**config.mk**
```make
export PLATFORM = sky130hd
export DESIGN_NAME = sreg_slave
export DESIGN_NICKNAME = d
export VERILOG_FILES = /design/src/rtl/sreg_pkg.sv /design/src/rtl/sreg_sync.sv /design/src/rtl/sreg_file.sv /design/src/rtl/sreg_ctrl.sv /design/src/rtl/sreg_slave.sv
export SDC_FILE = /design/constraint.sdc
export NUM_CORES = 2
export LEC_CHECK = 0
export BUFFER_PORTS_ARGS = -buffer_cell sky130_fd_sc_hd__buf_2
export CORE_UTILIZATION = 56
export CTS_CLUSTER_SIZE = 16
export DETAILED_ROUTE_END_ITERATION = 7
export PLACE_DENSITY = 0.71
export RECOVER_POWER = 100
export SYNTH_ARGS = -nofsm -noshare
export SYNTH_HDL_FRONTEND = slang
export SYNTH_HIERARCHICAL = 1
export SYNTH_SLANG_ARGS = --single-unit
```
**constraint.sdc**
```tcl
create_clock -name clk -period 65.8 [get_ports clk]
set_clock_uncertainty 0.15 [all_clocks]
set_input_delay 3.29 -clock clk [delete_from_list [all_inputs] [get_ports clk]]
set_output_delay 3.29 -clock clk [all_outputs]
set_load 0.005 [all_outputs]
```
**src/rtl/sreg_pkg.sv**
```systemverilog
package sreg_pkg;
  localparam int BYTE_W = 8;
  localparam int ADDR_W = 8;
  localparam int DEPTH  = 1 << ADDR_W;

  typedef enum logic [3:0] {
    ST_IDLE,
    ST_DEVADR,
    ST_ACKDEV,
    ST_SUBADR,
    ST_ACKSUB,
    ST_WRBYTE,
    ST_ACKWR,
    ST_RDBYTE,
    ST_RDACK,
    ST_IGNORE
  } ser_state_t;
endpackage

```
**src/rtl/sreg_sync.sv**
```systemverilog
module sreg_sync #(
  parameter int W = 2
) (
  input  logic         clk,
  input  logic         rst_n,
  input  logic [W-1:0] din,
  output logic [W-1:0] lvl,
  output logic [W-1:0] rise,
  output logic [W-1:0] fall
);
  logic [W-1:0] meta_q, sync_q, prev_q;

  // idle bus level is high: reset to ones so no false edge appears
  always_ff @(posedge clk or negedge rst_n) begin
    if (!rst_n) begin
      meta_q <= '1;
      sync_q <= '1;
      prev_q <= '1;
    end else begin
      meta_q <= din;
      sync_q <= meta_q;
      prev_q <= sync_q;
    end
  end

  assign lvl  = sync_q;
  assign rise = sync_q & ~prev_q;
  assign fall = ~sync_q & prev_q;
endmodule

```
**src/rtl/sreg_file.sv**
```systemverilog
module sreg_file
  import sreg_pkg::*;
#(
  parameter int         RO_LAST = 6,
  parameter int         EN_ADDR = 'h6C,
  parameter int         EN_BIT  = 6,
  parameter logic [2:0] PART_ID = 3'b010,
  parameter logic [4:0] VERSION = 5'h03
) (
  input  logic              clk,
  input  logic              rst_n,
  input  logic              wr_en,
  input  logic [ADDR_W-1:0] wr_addr,
  input  logic [BYTE_W-1:0] wr_data,
  input  logic [ADDR_W-1:0] rd_addr,
  output logic [BYTE_W-1:0] rd_data,
  output logic              rd_allow
);
  logic [BYTE_W-1:0] word [DEPTH];

  for (genvar i = 0; i < DEPTH; i++) begin : g_cell
    if (i == 0) begin : g_id
      assign word[i] = {PART_ID, VERSION};
    end else if (i <= RO_LAST) begin : g_stat
      assign word[i] = '0;
    end else begin : g_rw
      logic [BYTE_W-1:0] cell_q;
      logic              cell_we;
      assign cell_we = wr_en && (wr_addr == ADDR_W'(i));
      always_ff @(posedge clk or negedge rst_n) begin
        if (!rst_n)       cell_q <= '0;
        else if (cell_we) cell_q <= wr_data;
      end
      assign word[i] = cell_q;
    end
  end

  assign rd_data  = word[rd_addr];
  assign rd_allow = word[EN_ADDR][EN_BIT];
endmodule

```
**src/rtl/sreg_ctrl.sv**
```systemverilog
module sreg_ctrl
  import sreg_pkg::*;
#(
  parameter logic [6:0] DEV_BASE = 7'h44
) (
  input  logic              clk,
  input  logic              rst_n,
  input  logic              scl_rise,
  input  logic              scl_fall,
  input  logic              sda_lvl,
  input  logic              start_evt,
  input  logic              stop_evt,
  input  logic              addr_sel,
  input  logic [BYTE_W-1:0] rd_data,
  input  logic              rd_allow,
  output logic [ADDR_W-1:0] ptr,
  output logic              wr_en,
  output logic [BYTE_W-1:0] wr_data,
  output logic              sda_oe,
  output ser_state_t        state
);
  ser_state_t        state_q, state_d;
  logic [3:0]        bit_q, bit_d;
  logic [BYTE_W-1:0] sh_q, sh_d;
  logic [ADDR_W-1:0] ptr_q, ptr_d;
  logic              oe_q, oe_d, rw_q, rw_d, ack_q, ack_d;
  logic              rx_bit, rx_done;
  logic [6:0]        dev_addr;

  assign dev_addr = {DEV_BASE[6:1], addr_sel};
  assign rx_bit   = scl_rise && (bit_q != 4'd8);
  assign rx_done  = scl_fall && (bit_q == 4'd8);

  always_comb begin
    state_d = state_q;
    bit_d   = bit_q;
    sh_d    = sh_q;
    ptr_d   = ptr_q;
    oe_d    = oe_q;
    rw_d    = rw_q;
    ack_d   = ack_q;
    wr_en   = 1'b0;
    if (start_evt) begin
      state_d = ST_DEVADR;
      bit_d   = '0;
      oe_d    = 1'b0;
    end else if (stop_evt) begin
      state_d = ST_IDLE;
      oe_d    = 1'b0;
    end else begin
      unique case (state_q)
        ST_DEVADR, ST_SUBADR, ST_WRBYTE: begin
          if (rx_bit) begin
            sh_d  = {sh_q[BYTE_W-2:0], sda_lvl};
            bit_d = bit_q + 4'd1;
          end else if (rx_done) begin
            bit_d = '0;
            if (state_q == ST_DEVADR) begin
              if (sh_q[7:1] == dev_addr) begin
                state_d = ST_ACKDEV;
                oe_d    = 1'b1;
                rw_d    = sh_q[0];
              end else begin
                state_d = ST_IGNORE;
              end
            end else if (state_q == ST_SUBADR) begin
              ptr_d   = sh_q;
              oe_d    = 1'b1;
              state_d = ST_ACKSUB;
            end else begin
              wr_en   = 1'b1;
              ptr_d   = ptr_q + 1'b1;
              oe_d    = 1'b1;
              state_d = ST_ACKWR;
            end
          end
        end
        ST_ACKDEV: begin
          if (scl_fall) begin
            bit_d = '0;
            if (rw_q) begin
              sh_d    = rd_data;
              oe_d    = rd_allow & ~rd_data[7];
              state_d = ST_RDBYTE;
            end else begin
              oe_d    = 1'b0;
              state_d = ST_SUBADR;
            end
          end
        end
        ST_ACKSUB, ST_ACKWR: begin
          if (scl_fall) begin
            oe_d    = 1'b0;
            bit_d   = '0;
            state_d = ST_WRBYTE;
          end
        end
        ST_RDBYTE: begin
          if (scl_fall) begin
            if (bit_q == 4'd7) begin
              oe_d    = 1'b0;
              ptr_d   = ptr_q + 1'b1;
              state_d = ST_RDACK;
            end else begin
              bit_d = bit_q + 4'd1;
              sh_d  = {sh_q[BYTE_W-2:0], 1'b0};
              oe_d  = rd_allow & ~sh_q[6];
            end
          end
        end
        ST_RDACK: begin
          if (scl_rise) begin
            ack_d = ~sda_lvl;
          end else if (scl_fall) begin
            bit_d = '0;
            if (ack_q) begin
              sh_d    = rd_data;
              oe_d    = rd_allow & ~rd_data[7];
              state_d = ST_RDBYTE;
            end else begin
              state_d = ST_IGNORE;
            end
          end
        end
        default: ;
      endcase
    end
  end

  always_ff @(posedge clk or negedge rst_n) begin
    if (!rst_n) begin
      state_q <= ST_IDLE;
      bit_q   <= '0;
      sh_q    <= '0;
      ptr_q   <= '0;
      oe_q    <= 1'b0;
      rw_q    <= 1'b0;
      ack_q   <= 1'b0;
    end else begin
      state_q <= state_d;
      bit_q   <= bit_d;
      sh_q    <= sh_d;
      ptr_q   <= ptr_d;
      oe_q    <= oe_d;
      rw_q    <= rw_d;
      ack_q   <= ack_d;
    end
  end

  assign ptr     = ptr_q;
  assign wr_data = sh_q;
  assign sda_oe  = oe_q;
  assign state   = state_q;
endmodule

```
**src/rtl/sreg_slave.sv**
```systemverilog
module sreg_slave
  import sreg_pkg::*;
#(
  parameter logic [6:0] DEV_BASE = 7'h44,
  parameter int         RO_LAST  = 6,
  parameter int         EN_ADDR  = 'h6C,
  parameter int         EN_BIT   = 6,
  parameter logic [2:0] PART_ID  = 3'b010,
  parameter logic [4:0] VERSION  = 5'h03
) (
  input  logic clk,
  input  logic rst_n,
  input  logic scl_i,
  input  logic sda_i,
  output logic sda_oe_o,
  input  logic addr_sel_i
);
  logic [1:0]        rst_q;
  logic              rst_n_s;
  logic [1:0]        line_lvl, line_rise, line_fall;
  logic              start_evt, stop_evt;
  logic [ADDR_W-1:0] ptr;
  logic              wr_en, rd_allow;
  logic [BYTE_W-1:0] wr_data, rd_data;
  ser_state_t        state_w;

  // reset asserts at once, releases on the clock
  always_ff @(posedge clk or negedge rst_n) begin
    if (!rst_n) rst_q <= '0;
    else        rst_q <= {rst_q[0], 1'b1};
  end
  assign rst_n_s = rst_q[1];

  // bit 0: clock line, bit 1: data line
  sreg_sync #(.W(2)) u_sync (
    .clk  (clk),
    .rst_n(rst_n_s),
    .din  ({sda_i, scl_i}),
    .lvl  (line_lvl),
    .rise (line_rise),
    .fall (line_fall)
  );

  assign start_evt = line_lvl[0] & line_fall[1];
  assign stop_evt  = line_lvl[0] & line_rise[1];

  sreg_ctrl #(.DEV_BASE(DEV_BASE)) u_ctrl (
    .clk      (clk),
    .rst_n    (rst_n_s),
    .scl_rise (line_rise[0]),
    .scl_fall (line_fall[0]),
    .sda_lvl  (line_lvl[1]),
    .start_evt(start_evt),
    .stop_evt (stop_evt),
    .addr_sel (addr_sel_i),
    .rd_data  (rd_data),
    .rd_allow (rd_allow),
    .ptr      (ptr),
    .wr_en    (wr_en),
    .wr_data  (wr_data),
    .sda_oe   (sda_oe_o),
    .state    (state_w)
  );

  sreg_file #(
    .RO_LAST(RO_LAST),
    .EN_ADDR(EN_ADDR),
    .EN_BIT (EN_BIT),
    .PART_ID(PART_ID),
    .VERSION(VERSION)
  ) u_file (
    .clk     (clk),
    .rst_n   (rst_n_s),
    .wr_en   (wr_en),
    .wr_addr (ptr),
    .wr_data (wr_data),
    .rd_addr (ptr),
    .rd_data (rd_data),
    .rd_allow(rd_allow)
  );
endmodule

```
==> out/metrics.json <==
{
  "cts_max_level": 4,
  "multi_input_comb_area_sq_mm": 0.0402,
  "cap_viol_max_count": 39,
  "synth_area_sq_mm": 0.0930,
  "violations": "DRC, capacitance limit, slew limit",
  "run_status": "complete, but fails checks",
  "kind_of_capture_point_of_the_worst_setup_path": "async pin",
  "synth_compound_gate_area_share": 0.0279,
  "clock_transition_at_path_regs_ns": 0.06,
  "final_core_utilization": 0.615,
  "detailedPlacementHpwl_um": 158000,
  "route.final.wire_length_um": 256000,
  "post_synth.cell_area_avg_sq_um": 15.2,
  "insertion_delay_ns": 0.85,
  "sequence_of_cells_on_the_critical_path": "clkbuf_1 > clkbuf_1 > clkbuf_1 > clkbuf_1 > clkbuf_1",
  "comb_power_share": 0.083,
  "postPlaceCellArea_sq_mm": 0.0948,
  "power.share.sequential": 0.477,
  "vdd_drop_max_uv": 29.5,
  "timing.rr.end": "u_file/g_cell[221].g_rw.cell_q[2]",
  "post_synth_xor_area_fraction": 0.000188,
  "fin_setup_tns_ns": 0,
  "initial_utilization": 0.564,
  "postCtsHoldBufs": 0,
  "core_area_sq_mm": 0.165,
  "cts_tree": "done",
  "r2r_start": "rst_q[1]",
  "final_area_sq_mm": 0.101,
  "clock_tree.root_cell": "sky130_fd_sc_hd__clkbuf_16",
  "avgViaCountPerCell": 6.64,
  "synthCells": 6136,
  "pre_repair_dr_iteration_count": 8,
  "synthAdderAreaFrac": 0.000404,
  "drive_gt1_frac": 0.476,
  "r2r_setup_slack_ns": 44.85,
  "layout.area.seq_sq_mm": 0.0508,
  "final_cells": 8367,
  "ctsLongestPathBuffers": 3,
  "grt-ovfl-total": 0,
  "numPlacedInstances": 7991,
  "tightest_slew_ns": 9.62,
  "grt.met3_usage": 0.0733,
  "rsz0062_at_grt": "false",
  "worst_hold_path_type": "flop to flop",
  "cpMaxStageDelayCell": "sky130_fd_sc_hd__clkbuf_1",
  "cell_repeated_most_along_the_worst_path": "sky130_fd_sc_hd__clkbuf_1",
  "power.static_leakage_nw": 47.8,
  "fin_worst_hold_slack_ns": 0.205,
  "floorplan.io_pins": 6,
  "fmax_mhz": 47.7,
  "n_fill_cell": 12300,
  "timing.max_slew.rel_slack": -5.42,
  "syn-num-nets": 6144,
  "die_h_um": 410,
  "post_synth_mux_area_share": 0.373,
  "groute.layer.met1.usage": 0.438,
  "busiest_layer": "met2",
  "synth-seq-cells": 2027,
  "wire_length_of_the_first_global_routing_pass_um": 388000,
  "power_mw": 2.71,
  "commonest_cells_after_routing_fill_and_taps_aside": "sky130_fd_sc_hd__mux2_2 (2032), sky130_fd_sc_hd__dfrtp_1 (2007), sky130_fd_sc_hd__mux4_2 (477)",
  "setup.worst_path.end": "u_file/g_cell[221].g_rw.cell_q[2]",
  "area_growth_syn_to_layout_pct": 9.08,
  "synth_top_family_by_area": "multiplexers",
  "dieArea_sq_mm": 0.168,
  "switching_power_mw": 0.733,
  "grt_max_degree": 187,
  "cell_internal_pwr_mw": 1.97,
  "final.period_utilization": 0.318,
  "period_needed_ns": 20.95,
  "die_width_um": 410,
  "cp_slowest_stage_delay_ns": 6.24,
  "path_max_fanout": 167,
  "finalSetupViolCount": 0,
  "grt_pass1_vias": 57700,
  "powerDensity_mw_per_mm2": 26.7,
  "globalRouteTotalUtil": 0.310,
  "design.final.nets": 6017,
  "asyncSetResetFlopFracSynth": 1.00,
  "worst_ep_required_time_ns": 65.59,
  "cts_setup_buffers": 0,
  "synth_edf_count": 0,
  "netSwitchingFraction": 0.271,
  "timing.critical_path.from_type": "flop",
  "pre_cts_ws_ns": 59.56,
  "final_hold_viol_count": 0,
  "vias": 55500,
  "rows": 149,
  "worstSetupPathType": "flop to async pin",
  "detail_route.iter0.violations": 5452,
  "timing.final.max_slew_violations": 2432,
  "finalWorstSetupSlack_ns": 44.85,
  "yosys_warnings": 6,
  "place.port_buffers": 5,
  "synth.yosys.seq_area_share": 0.546,
  "post_synth_and_or_nand_nor_area_fraction": 0.0305,
  "detail_route.wl_per_cell_um": 30.5,
  "cts_inserted_buffers": 205,
  "crit_path_start": "rst_q[1]",
  "drc_errors_left": 2,
  "clock_sinks": 2027,
  "met2_routing_resource_usage_after_global_routing": 0.466,
  "routability_cong": 0.902,
  "critical_path_data_arrival_time_ns": 20.74,
  "drt_antenna_net_count": 0,
  "cts.repair.resized": 0,
  "initial_antenna_violation_count": 6,
  "dominantRegCellSynth": "sky130_fd_sc_hd__dfrtp_1",
  "yosys.cell_types.count": 80,
  "share_clk_of_total_power": 0.440,
  "reg2regPathDepth": 5,
  "layout_commonest_cell": "sky130_fd_sc_hd__mux2_2"
}
## per-layer routing
layer / share of wire / wire length [um]
met1: 0.41 / 106000
met3: 0.086 / 22100
met4: 0.042 / 10800
met5: 0.00024 / 62
met2: 0.46 / 117000
## logic make-up after synthesis
family / Yosys count
compound gates: 379
mux: 2616
other cells: 1
buf+inv: 463
fa+ha+maj: 3
flops: 2027
simple gates: 645
xor+xnor: 2
## area by class of cell
| type | count | area share |
|---|---|---|
| repair buffers | 116 | 0.00752 |
| well taps | 2189 | 0.0270 |
| flip-flops and latches | 2027 | 0.501 |
| inverters | 13 | 0.000530 |
| multi-input cells | 3646 | 0.396 |
| diodes | 2 | 0.0000493 |
| clock buffers | 311 | 0.0603 |
| clock inverters | 63 | 0.00765 |
## synthesized netlist by cell type (21+ instances only)
library cell               number  share of area
sky130_fd_sc_hd__mux2_2      2035           0.25
sky130_fd_sc_hd__dfrtp_1     2021           0.54
sky130_fd_sc_hd__mux4_2       477           0.12
sky130_fd_sc_hd__clkbuf_1     314          0.013
sky130_fd_sc_hd__nand2_1      265          0.011
sky130_fd_sc_hd__nor2_1       213         0.0086
sky130_fd_sc_hd__mux2i_1      101          0.011
sky130_fd_sc_hd__a21oi_1       76         0.0041
sky130_fd_sc_hd__a22oi_1       75         0.0061
sky130_fd_sc_hd__buf_2         75         0.0040
sky130_fd_sc_hd__o21ai_0       59         0.0032
sky130_fd_sc_hd__nand3_1       52         0.0028
sky130_fd_sc_hd__a221oi_1      31         0.0029
sky130_fd_sc_hd__buf_4         28         0.0023
sky130_fd_sc_hd__nor2b_1       23         0.0015
sky130_fd_sc_hd__a31oi_1       21         0.0014
## critical path: cells and delay by family (launching register included)
kind | cells | cell delay, ns
buffers and inverters | 5 | 17.55
flip-flops | 1 | 1.92
## state kept, by name, summed over array words and instances (netlist names)
register                   flops
rst_q                          2
u_ctrl/ack_q                   1
u_ctrl/bit_q                   4
u_ctrl/ptr                     8
u_ctrl/rw_q                    1
u_ctrl/sda_oe                  1
u_ctrl/state                   4
u_ctrl/wr_data                 8
u_file/g_cell.g_rw.cell_q   1992
u_sync/lvl                     2
u_sync/meta_q                  2
u_sync/prev_q                  2
## power groups by stage
stage	clock network [mW]	registers (mW)	logic, mW
floorplan	0	1.30	0.143
global placement	0	1.31	0.222
detailed placement	0	1.31	0.225
CTS	1.21	1.29	0.225
global route	1.26	1.29	0.241
finish	1.19	1.29	0.225
## worst min path at each step
stage                     startpoint       endpoint  slack [ns]  depth (start not counted)
floorplan                   rst_q[0]       rst_q[1]        0.18                          0
global placement            rst_q[0]       rst_q[1]        0.19                          0
global route        u_sync/meta_q[1]  u_sync/lvl[1]        0.22                          0
detailed placement          rst_q[0]       rst_q[1]        0.19                          0
CTS                         rst_q[0]       rst_q[1]        0.21                          0
finish                      rst_q[0]       rst_q[1]        0.21                          0
No activity file was read; power rests on OpenSTA's default activity.
